==> src/rtl/bfl_pkg.sv <==
package bfl_pkg;

  localparam int BYTE_W = 8;

  typedef logic [1:0] opCode_t;
  localparam opCode_t OP_AND = 2'd0;
  localparam opCode_t OP_OR  = 2'd1;
  localparam opCode_t OP_XOR = 2'd2;

  // strobes from the control to the datapath
  typedef struct packed {
    logic load;   // capture a new command
    logic rdA;    // read first-operand byte
    logic rdB;    // read second-operand byte
    logic wr;     // write the combined byte
  } strobe_t;

  typedef enum logic [2:0] {
    ST_IDLE,
    ST_RDA,
    ST_RDB,
    ST_WR,
    ST_FIN
  } state_t;

  function automatic logic [BYTE_W-1:0] applyOp(input opCode_t op,
                                                input logic [BYTE_W-1:0] lhs,
                                                input logic [BYTE_W-1:0] rhs);
    logic [BYTE_W-1:0] res;
    case (op)
      OP_AND:  res = lhs & rhs;
      OP_OR:   res = lhs | rhs;
      default: res = lhs ^ rhs;
    endcase
    return res;
  endfunction

endpackage

==> src/rtl/bfl_ctrl.sv <==
module bfl_ctrl
  import bfl_pkg::*;
(
  input  logic    clk,
  input  logic    rst,
  input  logic    startReq,
  input  logic    cmdImm,
  input  logic    lastByte,
  output strobe_t stb,
  output logic    busy,
  output logic    done
);

  state_t state, stateNext;

  always_ff @(posedge clk) begin
    if (rst) state <= ST_IDLE;
    else     state <= stateNext;
  end

  always_comb begin
    stateNext = state;
    stb       = '0;
    case (state)
      ST_IDLE: begin
        if (startReq) begin
          stb.load  = 1'b1;
          stateNext = ST_RDA;
        end
      end
      ST_RDA: begin
        stb.rdA   = 1'b1;
        stateNext = cmdImm ? ST_WR : ST_RDB;
      end
      ST_RDB: begin
        stb.rdB   = 1'b1;
        stateNext = ST_WR;
      end
      ST_WR: begin
        stb.wr    = 1'b1;
        stateNext = lastByte ? ST_FIN : ST_RDA;
      end
      ST_FIN:  stateNext = ST_IDLE;
      default: stateNext = ST_IDLE;
    endcase
  end

  assign busy = (state != ST_IDLE);
  assign done = (state == ST_FIN);

endmodule

==> src/rtl/bfl_datapath.sv <==
module bfl_datapath
  import bfl_pkg::*;
#(
  parameter int ADDR_W = 16,
  parameter int LEN_W  = 8
) (
  input  logic              clk,
  input  logic              rst,
  input  strobe_t           stb,
  input  opCode_t           opSel,
  input  logic              modeImm,
  input  logic [ADDR_W-1:0] addrA,
  input  logic [ADDR_W-1:0] addrB,
  input  logic [LEN_W-1:0]  lenCode,
  input  logic [BYTE_W-1:0] immByte,
  input  logic [BYTE_W-1:0] memRdata,
  output logic              memEn,
  output logic              memWe,
  output logic [ADDR_W-1:0] memAddr,
  output logic [BYTE_W-1:0] memWdata,
  output logic              cmdImm,
  output logic              lastByte,
  output logic              condCode
);

  opCode_t           opR;
  logic [ADDR_W-1:0] baseA, baseB;
  logic [LEN_W-1:0]  lenR, idx;
  logic [BYTE_W-1:0] immR, aByte;
  logic              nzAcc, ccR;

  logic [BYTE_W-1:0] lhs, rhs, res;
  logic [ADDR_W-1:0] offset;

  always_ff @(posedge clk) begin
    if (rst) begin
      opR    <= OP_AND;
      cmdImm <= 1'b0;
      baseA  <= '0;
      baseB  <= '0;
      lenR   <= '0;
      immR   <= '0;
      idx    <= '0;
      aByte  <= '0;
      nzAcc  <= 1'b0;
      ccR    <= 1'b0;
    end else begin
      if (stb.load) begin
        opR    <= opSel;
        cmdImm <= modeImm;
        baseA  <= addrA;
        baseB  <= addrB;
        lenR   <= modeImm ? '0 : lenCode;
        immR   <= immByte;
        idx    <= '0;
        nzAcc  <= 1'b0;
      end
      if (stb.rdB) aByte <= memRdata;
      if (stb.wr) begin
        nzAcc <= nzAcc | (|res);
        idx   <= idx + 1'b1;
        if (lastByte) ccR <= nzAcc | (|res);
      end
    end
  end

  // in immediate mode the first operand arrives in the write cycle itself
  assign lhs = cmdImm ? memRdata : aByte;
  assign rhs = cmdImm ? immR : memRdata;
  assign res = applyOp(opR, lhs, rhs);

  assign offset   = ADDR_W'(idx);
  assign memAddr  = stb.rdB ? (baseB + offset) : (baseA + offset);
  assign memEn    = stb.rdA | stb.rdB | stb.wr;
  assign memWe    = stb.wr;
  assign memWdata = res;
  assign lastByte = (idx == lenR);
  assign condCode = ccR;

endmodule

==> src/rtl/bytefield_logic_engine.sv <==
module bytefield_logic_engine
  import bfl_pkg::*;
#(
  parameter int ADDR_W = 16,
  parameter int LEN_W  = 8
) (
  input  logic              clk,
  input  logic              rst,
  input  logic              startReq,
  input  logic [1:0]        opSel,
  input  logic              modeImm,
  input  logic [ADDR_W-1:0] addrA,
  input  logic [ADDR_W-1:0] addrB,
  input  logic [LEN_W-1:0]  lenCode,
  input  logic [7:0]        immByte,
  output logic              busy,
  output logic              done,
  output logic              condCode,
  output logic              memEn,
  output logic              memWe,
  output logic [ADDR_W-1:0] memAddr,
  output logic [7:0]        memWdata,
  input  logic [7:0]        memRdata
);

  strobe_t stb;
  logic    cmdImm, lastByte;

  bfl_ctrl u_ctrl (
    .clk      (clk),
    .rst      (rst),
    .startReq (startReq),
    .cmdImm   (cmdImm),
    .lastByte (lastByte),
    .stb      (stb),
    .busy     (busy),
    .done     (done)
  );

  bfl_datapath #(
    .ADDR_W (ADDR_W),
    .LEN_W  (LEN_W)
  ) u_dp (
    .clk      (clk),
    .rst      (rst),
    .stb      (stb),
    .opSel    (opSel),
    .modeImm  (modeImm),
    .addrA    (addrA),
    .addrB    (addrB),
    .lenCode  (lenCode),
    .immByte  (immByte),
    .memRdata (memRdata),
    .memEn    (memEn),
    .memWe    (memWe),
    .memAddr  (memAddr),
    .memWdata (memWdata),
    .cmdImm   (cmdImm),
    .lastByte (lastByte),
    .condCode (condCode)
  );

endmodule

==> config.mk <==
export PLATFORM = sky130hd
export DESIGN_NAME = bytefield_logic_engine
export DESIGN_NICKNAME = d
export VERILOG_FILES = /design/src/rtl/bfl_pkg.sv /design/src/rtl/bfl_ctrl.sv /design/src/rtl/bfl_datapath.sv /design/src/rtl/bytefield_logic_engine.sv
export SDC_FILE = /design/constraint.sdc
export NUM_CORES = 1
export LEC_CHECK = 0
export ABC_CLOCK_PERIOD_IN_PS = 3500
export BUFFER_PORTS_ARGS = -buffer_cell sky130_fd_sc_hd__buf_4
export CORE_ASPECT_RATIO = 1.25
export CORE_MARGIN = 1
export CORE_UTILIZATION = 45
export DETAILED_ROUTE_END_ITERATION = 7
export PLACE_DENSITY = 0.78
export RECOVER_POWER = 100
export SKIP_LAST_GASP = 1
export SYNTH_ARGS = -nofsm -noshare
export SYNTH_HDL_FRONTEND = slang
export SYNTH_SLANG_ARGS = --single-unit
==> constraint.sdc <==
create_clock -name clk -period 3.5 [get_ports clk]
set_input_delay 0.7 -clock clk [delete_from_list [all_inputs] [get_ports clk]]
set_output_delay 0.7 -clock clk [all_outputs]
set_load 0.1 [all_outputs]
# Word-level counts from Yosys, hierarchy flattened
# Cells that the tools add are included.
# Widths: inputs -> output; s select.
[totals]
reg_bits = 72
in_bits = 62
out_inout_bits = 29
elab_cells = 51
[classes]
add_sub_neg = 3
n_eq_ne = 7
n_mux = 18
bitwise_logic = 6
n_reduce_logical = 6
[op_table]
columns = ["cell", "count"]
rows = [
  ["$mux 8", 5],
  ["$add 16x8->16", 2],
  ["$mux 16", 1],
  ["$pmux 8 s2", 1],
  ["$pmux 3 s4", 1],
  ["$add 8x1->8 const B", 1],
  ["$and 8x8->8", 1],
  ["$eq 8x8->1", 1],
  ["$mux 1", 8],
  ["$or 8x8->8", 1],
  ["$reduce_or 8->1", 1],
  ["$xor 8x8->8", 1],
  ["$eq 3x2->1 const B", 2],
  ["$mux 3", 2],
  ["$eq 3x1->1 const B", 1],
  ["$eq 3x3->1 const B", 1],
  ["$logic_not 3->1", 1],
  ["$or 1x1->1", 3],
  ["$reduce_bool 3->1", 1],
  ["$eq 2x1->1 const B", 1],
  ["$logic_not 2->1", 1],
  ["$ne 2x2->1 const B", 1],
  ["$reduce_and 2->1", 1],
  ["$reduce_bool 2->1", 1],
]

# Depth between registers and ports, before layout
# Gate-level depths: netlist of the first run.
[depth]
ltp_word = 6
ltp_mapped = 15
mapped_depth_nobuf = 11

# Cells and area by module
# Synthesis of the first run repeated with hierarchy kept, for this count alone.
[unflattened]
cells_unflattened = 482
hier_area_um2 = 4321.6
[by_module_without_submodules]
columns = ["mod", "instances", "cells_each", "area_per_inst_um2", "seq_area_each_um2"]
rows = [
  ["bfl_datapath", 1, 463, 4122.7, 1381.3],
  ["bfl_ctrl", 1, 19, 198.9, 60.1],
]

# Least setup slack after synthesis of the first run
# Ideal clock, no wire load.
[synth_timing]
kind = "register to output"
startpoint = "reg u_ctrl.state[1]"
endpoint = "out memAddr[14]"
arrival_time_ns = 4.011
required_time_ns = 2.800
path_slack_ns = -1.211
stages_incl_launch_ff = 16
path_buffers = 4
path_cell_list = "dfxtp_1 > buf_4 > nor3b_2 > buf_6 > buf_2 > buf_4 > nand2_1 > nand2_1 > ha_1 > inv_1 > fa_1 > nor2b_1 > o311ai_1 > a21boi_0 > nand3_1 > xor2_1"
[synth_via]
elab_chain_cells = 3
[synth_lines]
columns = ["item", "line", "text"]
rows = [
  ["from (decl)", "bfl_ctrl.sv:14", "state_t state, stateNext;"],
  ["from (signal assigned)", "bfl_ctrl.sv:18", "else state <= stateNext;"],
  ["$eq 3x2->1", "bfl_ctrl.sv:24", "case (state)"],
  ["$mux 1", "bfl_ctrl.sv:24", ""],
  ["$mux 16", "bfl_datapath.sv:73", "assign memAddr = stb.rdB ? (baseB + offset) : (baseA + offset);"],
  ["to (decl)", "bytefield_logic_engine.sv:21", "output logic [ADDR_W-1:0] memAddr,"],
]
# No other way between the ends.

# Worst setup path in the final report of the first run
[layout_timing]
startpoint = "reg u_ctrl.state[0]"
endpoint = "out memAddr[11]"
# The elaborated chain is that of the path after synthesis.

==> metrics.csv, run 1 <==
stage,metric,value,unit
outcome,status,finished with violations,
outcome,failing checks,"capacitance limit, slew limit, setup timing",
finish,total of fill cells in the finished design,762,
finish,share of cells above drive strength 1,0.2960,
clocking,worst skew pair latency,0.33,ns
detailed_routing,Post-route DRC,0,
timing,max-slew violations,37,
finish,fin util,0.6504,
timing,Slew HR,-0.3422,
global_routing,initial antenna violation count,0,
critical_path,CP required,2.80,ns
place,Detail Placement HPWL,7901,µm
power_and_ir_drop,static leakage,2.430,nW
place,post-place instance area,0.005291,mm²
critical_path,critical path arrival,2.93,ns
global_routing,largest net degree at the start of global routing,73,
yosys,Yosys top cell area share,0.3437,
die,FP Rows,39,
global_routing,vias in the first global route,4123,
finish,post-route cell area,0.005903,mm²
global_routing,gr ovfl total,0,
clocking,CTS Root Cell,clkbuf_16,
global_routing,global-route wire length before repair,18710,µm
yosys,Post-synth ARST share,0,
clocking,H-tree levels,3,
job,max-cap violations,1,
timing,RSZ-0062 raised after global routing,yes,
critical_path,Critical Path End Type,output port,
clocking,CTS tree,done,
die,Die ar.,0.009713,mm²
power_and_ir_drop,VDD IR-drop max,0.3710,mV
critical_path,CP Class,reg -> out,
yosys,sequential-to-total area share from yosys stat,0.3437,
timing,"Hold Vio Cnt, Final",0,
timing,worst setup margin,-0.1279,ns
hold_path,Hold WC Path Type,reg -> reg,
yosys,Synth Register Bits,72,
detailed_routing,via count,4166,
detailed_routing,router iterations before antenna repair,4,
timing,Max Clock Freq,275.6,MHz
yosys,largest cells by area after synthesis,"dfxtp_1 (34%), nand2_1 (14%), a21oi_1 (8.6%), ha_1 (8.4%), mux2i_1 (5.5%)",
place,RePlAce Congestion,0.8511,
yosys,synthesis warning total,0,
timing,Tmin final,3.628,ns
yosys,leading area contributor after synthesis,dfxtp_1,
yosys,Cells after Synth,543,
die,Top Ports,91,
clocking,TritonCTS Buffers,9,
finish,fin nets,729,
yosys,Mapped Area,0.004194,mm²
global_routing,GRT Total Usage,0.2532,
detailed_routing,Routed WL,12290,µm
clocking,Worst-path clk slew,0.06,ns
timing,worst-case clock skew,0.006133,ns
clocking,CTS Hold Buffers Added,0,
yosys,ys flop type,dfxtp_1,
timing,Final period util,1.037,
critical_path,Critical Path Fanout Max,5,
yosys,post-synth cell types,52,
clocking,clock sink total,72,
place,I/O Buffers,90,
detailed_routing,WL/cell,16.07,µm
detailed_routing,DRT iter0 DRCs,198,
finish,antenna cells,0,
critical_path,CP Launch Type,flip-flop,
die,Starting Density,0.4621,
detailed_routing,"antenna viol nets, final",0,
die,die height,109.9,µm
yosys,Post-synth EDFFs,0,
die,core area,0.009076,mm²
yosys,syn_area_per_cell,7.724,µm²
yosys,Syn Nets,634,
timing,worst-margin pin slew,2.012,ns
yosys,"count leader, synth",nand2_1,
power_and_ir_drop,pwr dens,543.5,mW/mm²
yosys,Synth top cells by count,"nand2_1 (152), a21oi_1 (72), dfxtp_1 (72)",
die,Die Span X,88.35,µm
clocking,CTS Buffer Depth,2,
timing,Final setup viols,8,
finish,Area growth syn-to-layout,40.75,%
detailed_routing,Vias/cell,5.446,
## sequential cells by signal, indices dropped and copies added (netlist names)
signal / cells
u_ctrl.state: 3
u_dp.aByte: 8
u_dp.baseA: 16
u_dp.baseB: 16
u_dp.cmdImm: 1
u_dp.condCode: 1
u_dp.idx: 8
u_dp.immR: 8
u_dp.lenR: 8
u_dp.nzAcc: 1
u_dp.opR: 2
## cell usage in the layout (no fill, tap or decap), types with 8 or more instances in the layout
cell type and n:
nand2_2 8, nor2_1 22, dfxtp_1 69, xnor2_1 12
mux2i_1 22, nand2_1 142, buf_4 80, ha_1 21
nand3_1 9, a21oi_1 69, clkbuf_2 13, buf_12 10
nor3_1 10, clkbuf_16 9, inv_1 21, nand3b_1 8
## cell families (layout without fill, tap and decap cells)
group                      count (synthesis)  after routing  share of synthesized area
DFF                                       72             72                     0.3437
and+or+nand+nor                          235            236                     0.2500
adders and majority gates                 29             29                    0.08831
xor gates and xnor gates                  24             24                    0.05012
muxes                                     25             25                    0.06295
AOI/OAI and AO/OA                        104            104                     0.1462
buffers and inverters                     54            152                    0.05877
## worst max-delay path, cell delays in order (launching register included)
cell and delay [ns]:
dfxtp_4 0.36, or3b_4 0.46, nand2_2 0.13, nand2_4 0.08, ha_4 0.25, a211o_4 0.36, o21ai_4 0.19, nor2_4 0.07
o211ai_1 0.14, buf_4 0.18, xor2_4 0.18, buf_12 0.19
## path summary, 6_finish.rpt
check | startpoint | endpoint | slack, ns | depth (start not counted)
worst min-delay path | u_dp.baseA[15]$_SDFFE_PP0P_ | u_dp.baseA[15]$_SDFFE_PP0P_ | 0.46 | 2
worst max register to register | u_ctrl.state[2]$_SDFFE_PP0P_ | u_dp.baseB[4]$_SDFFE_PP0P_ | 0.19 | 6
worst min register to register | u_dp.baseA[15]$_SDFFE_PP0P_ | u_dp.baseA[15]$_SDFFE_PP0P_ | 0.46 | 2
worst max-delay path | u_ctrl.state[0]$_SDFFE_PP0P_ | memAddr[11] | -0.13 | 11
## what timing repair did
item	CTS	global route
pin swaps	18	21
setup endpoints to repair	10	10
cloned	1	0
setup buffers	9	2
resized for setup	45	22
hold endpoints to repair	0	0
## metrics by stage
step	worst slack, ns	cells	hold WS [ns]	total power, mW	setup TNS (ns)
finish	-0.1279	765	0.4564	3.209	-0.5634
global route	-0.2103	765	0.4728	3.344	-1.522
floorplan	-0.4601	543	0.4357	1.967	-1.150
CTS	-0.09583	763	0.4553	3.211	-0.3154
global placement	0.1692	738	0.4410	2.203	0
detailed placement	0.09453	738	0.4476	2.234	0
## area by class of cell
class / count / area (µm²) / share of cell area
Sequential cell: 72 / 1450 / 0.2457
Clock buffer: 10 / 239.0 / 0.04048
Tap cell: 123 / 153.9 / 0.02607
Multi-Input combinational cell: 418 / 2978 / 0.5045
Inverter: 23 / 87.58 / 0.01484
Timing Repair Buffer: 114 / 937.1 / 0.1588
Clock inverter: 5 / 57.56 / 0.009750
## metal layers
metal	track usage	routed length [µm]
met1	0.2810	4939
met2	0.4538	6401
met3	0.04505	581
met4	0.1348	369
met5	0	0
## power breakdown
part	switching, mW	internal (mW)	total (mW)	leakage (nW)
logic	0.904	0.404	1.31	1.70
clock network	0.353	0.565	0.919	0.137
registers	0.0789	0.903	0.982	0.589
total	1.34	1.87	3.21	2.43
Power figures use the tool's default switching activity.
==> run 2: changes to the inputs <==
--- a/config.mk
+++ b/config.mk
@@ -10,6 +10,7 @@
 export CORE_ASPECT_RATIO = 1.25
 export CORE_MARGIN = 1
 export CORE_UTILIZATION = 45
+export CTS_BUF_LIST = sky130_fd_sc_hd__clkbuf_8
 export DETAILED_ROUTE_END_ITERATION = 7
 export PLACE_DENSITY = 0.78
 export RECOVER_POWER = 100
==> metrics.csv, run 2 (synthesized netlist as in run 1, its figures left out) <==
stage,metric,value,unit
finish,top flop regs,"u_dp.baseA: 16 flops, u_dp.baseB: 16 flops",
power_and_ir_drop,pwr dens,512.2,mW/mm²
timing,worst-margin pin slew,1.991,ns
die,Die ar.,0.009713,mm²
finish,share of cells above drive strength 1,0.3023,
clocking,worst skew pair latency,0.35,ns
outcome,failing checks,"capacitance limit, slew limit, setup timing",
timing,max-slew violations,37,
power_and_ir_drop,static leakage,2.436,nW
finish,most frequent cells in the layout,"nand2_1 (145), buf_4 (101), a21oi_1 (69), dfxtp_1 (69)",
detailed_routing,Routed WL,12290,µm
timing,worst-case clock skew,0.01053,ns
clocking,H-tree levels,3,
job,max-cap violations,1,
timing,Final period util,1.072,
finish,Post-Layout Cell Count,768,
hold_path,HP Start,u_dp.immR[5]$_SDFFE_PP0P_,
die,FP Rows,39,
critical_path,CP required,2.80,ns
timing,Max Clock Freq,266.4,MHz
clocking,clock sink total,72,
finish,"commonest non-fill, non-tap cell in the layout",nand2_1,
clocking,CTS Hold Buffers Added,0,
clocking,CTS Buffer Depth,2,
timing,Tmin final,3.753,ns
clocking,CTS Root Cell,clkbuf_8,
critical_path,Critical Path Start,u_ctrl.state[0]$_SDFFE_PP0P_,
global_routing,vias in the first global route,4014,
clocking,TritonCTS Buffers,9,
critical_path,Critical Path Fanout Max,4,
timing,Slew HR,-0.3279,
detailed_routing,"antenna viol nets, final",0,
clocking,Worst-path clk slew,0.08,ns
global_routing,largest net degree at the start of global routing,73,
die,Top Ports,91,
timing,worst setup margin,-0.2532,ns
place,Placed Instances,738,
finish,Area growth syn-to-layout,39.41,%
global_routing,initial antenna violation count,0,
critical_path,CP Launch Type,flip-flop,
timing,"Hold Vio Cnt, Final",0,
critical_path,CP Class,reg -> out,
power_and_ir_drop,VDD IR-drop max,0.3546,mV
detailed_routing,WL/cell,16.00,µm
finish,fin nets,732,
timing,Final setup viols,8,
detailed_routing,DRT iter0 DRCs,231,
critical_path,worst r2r src,u_ctrl.state[2]$_SDFFE_PP0P_,
place,RePlAce Congestion,0.8511,
finish,antenna cells,0,
critical_path,Critical Path End Type,output port,
place,Detail Placement HPWL,7901,µm
hold_path,Hold WC Path Type,reg -> reg,
detailed_routing,Post-route DRC,0,
detailed_routing,via count,4157,
global_routing,GRT Total Usage,0.2481,
die,die height,109.9,µm
timing,Fin Hold WS,0.4597,ns
global_routing,global-route wire length before repair,18340,µm
detailed_routing,Vias/cell,5.413,
global_routing,gr ovfl total,0,
place,I/O Buffers,90,
clocking,CTS tree,done,
die,core area,0.009076,mm²
die,Die Span X,88.35,µm
timing,RSZ-0062 raised after global routing,yes,
outcome,status,finished with violations,
critical_path,critical path arrival,3.05,ns
die,Starting Density,0.4621,
detailed_routing,router iterations before antenna repair,4,
==> run 2: cell types whose count changed in the layout (fill, tap and decap cells not counted), sizes merged <==
cell,delta
buf,+22
clkbuf,-19
==> run 2: report_power, final <==
part	total (mW)	internal (mW)	leakage (nW)	switching, mW
clock network	0.672	0.343	0.0904	0.328
logic	1.34	0.440	1.76	0.904
registers	0.978	0.902	0.589	0.0766
==> run 2: what timing repair did <==
item,in CTS,in global routing
cloned,1,0
setup buffers,5,9
pin swaps,9,6
endpoints found under the setup margin,10,11
resized for setup,39,22
==> run 2: critical path: stages (launching register included) <==
cell,delay [ns]
dfxtp_4,0.37
nor3b_4,0.30
nand2_1,0.13
nand2_1,0.10
ha_2,0.20
inv_2,0.05
fa_2,0.38
nor2b_4,0.16
o311ai_4,0.11
a21boi_2,0.23
buf_6,0.15
nand2_2,0.09
xor2_4,0.20
buf_12,0.20
==> run 2: path summary, 6_finish.rpt <==
path / endpoint / slack, ns / cells past startpoint
min: u_dp.immR[5]$_SDFFE_PP0P_ / 0.46 / 2
max: memAddr[12] / -0.25 / 13
min reg2reg: u_dp.immR[5]$_SDFFE_PP0P_ / 0.46 / 2
max reg2reg: u_dp.baseB[4]$_SDFFE_PP0P_ / 0.37 / 6
==> run 2: layer usage <==
layer | GRT usage | wire, µm | part of all wire | vias to the layer above
li1 | - | - | - | 2002
met1 | 0.2802 | 4882 | 0.40 | 1977
met2 | 0.4401 | 6430 | 0.52 | 137
met3 | 0.04204 | 519 | 0.042 | 41
met4 | 0.1325 | 453 | 0.037 | 0
met5 | 0 | 0 | 0 | -
==> run 2: layout make-up <==
cell class                 count  area (µm²)
clock inverter                 5       57.56
multi-input combinational    418        2947
sequential                    72        1448
timing repair buffer         117        1016
fill                         772        3229
inverter                      23       87.58
tap                          123       153.9
clock buffer                  10       137.6
==> run 2: stage by stage <==
step                      utilization  setup slack, ns  area (µm²)  TNS (ns)  power, mW
final                          0.6442          -0.2532        5847    -1.121      2.995
after global routing           0.6442          -0.3769        5847    -2.269      3.130
after CTS                      0.6279          -0.1122        5699   -0.4401      2.955
after detailed placement       0.5830          0.09453        5291         0      2.234
after global placement         0.5830           0.1692        5291         0      2.203
after floorplan                     -          -0.4601        4534    -1.150      1.967
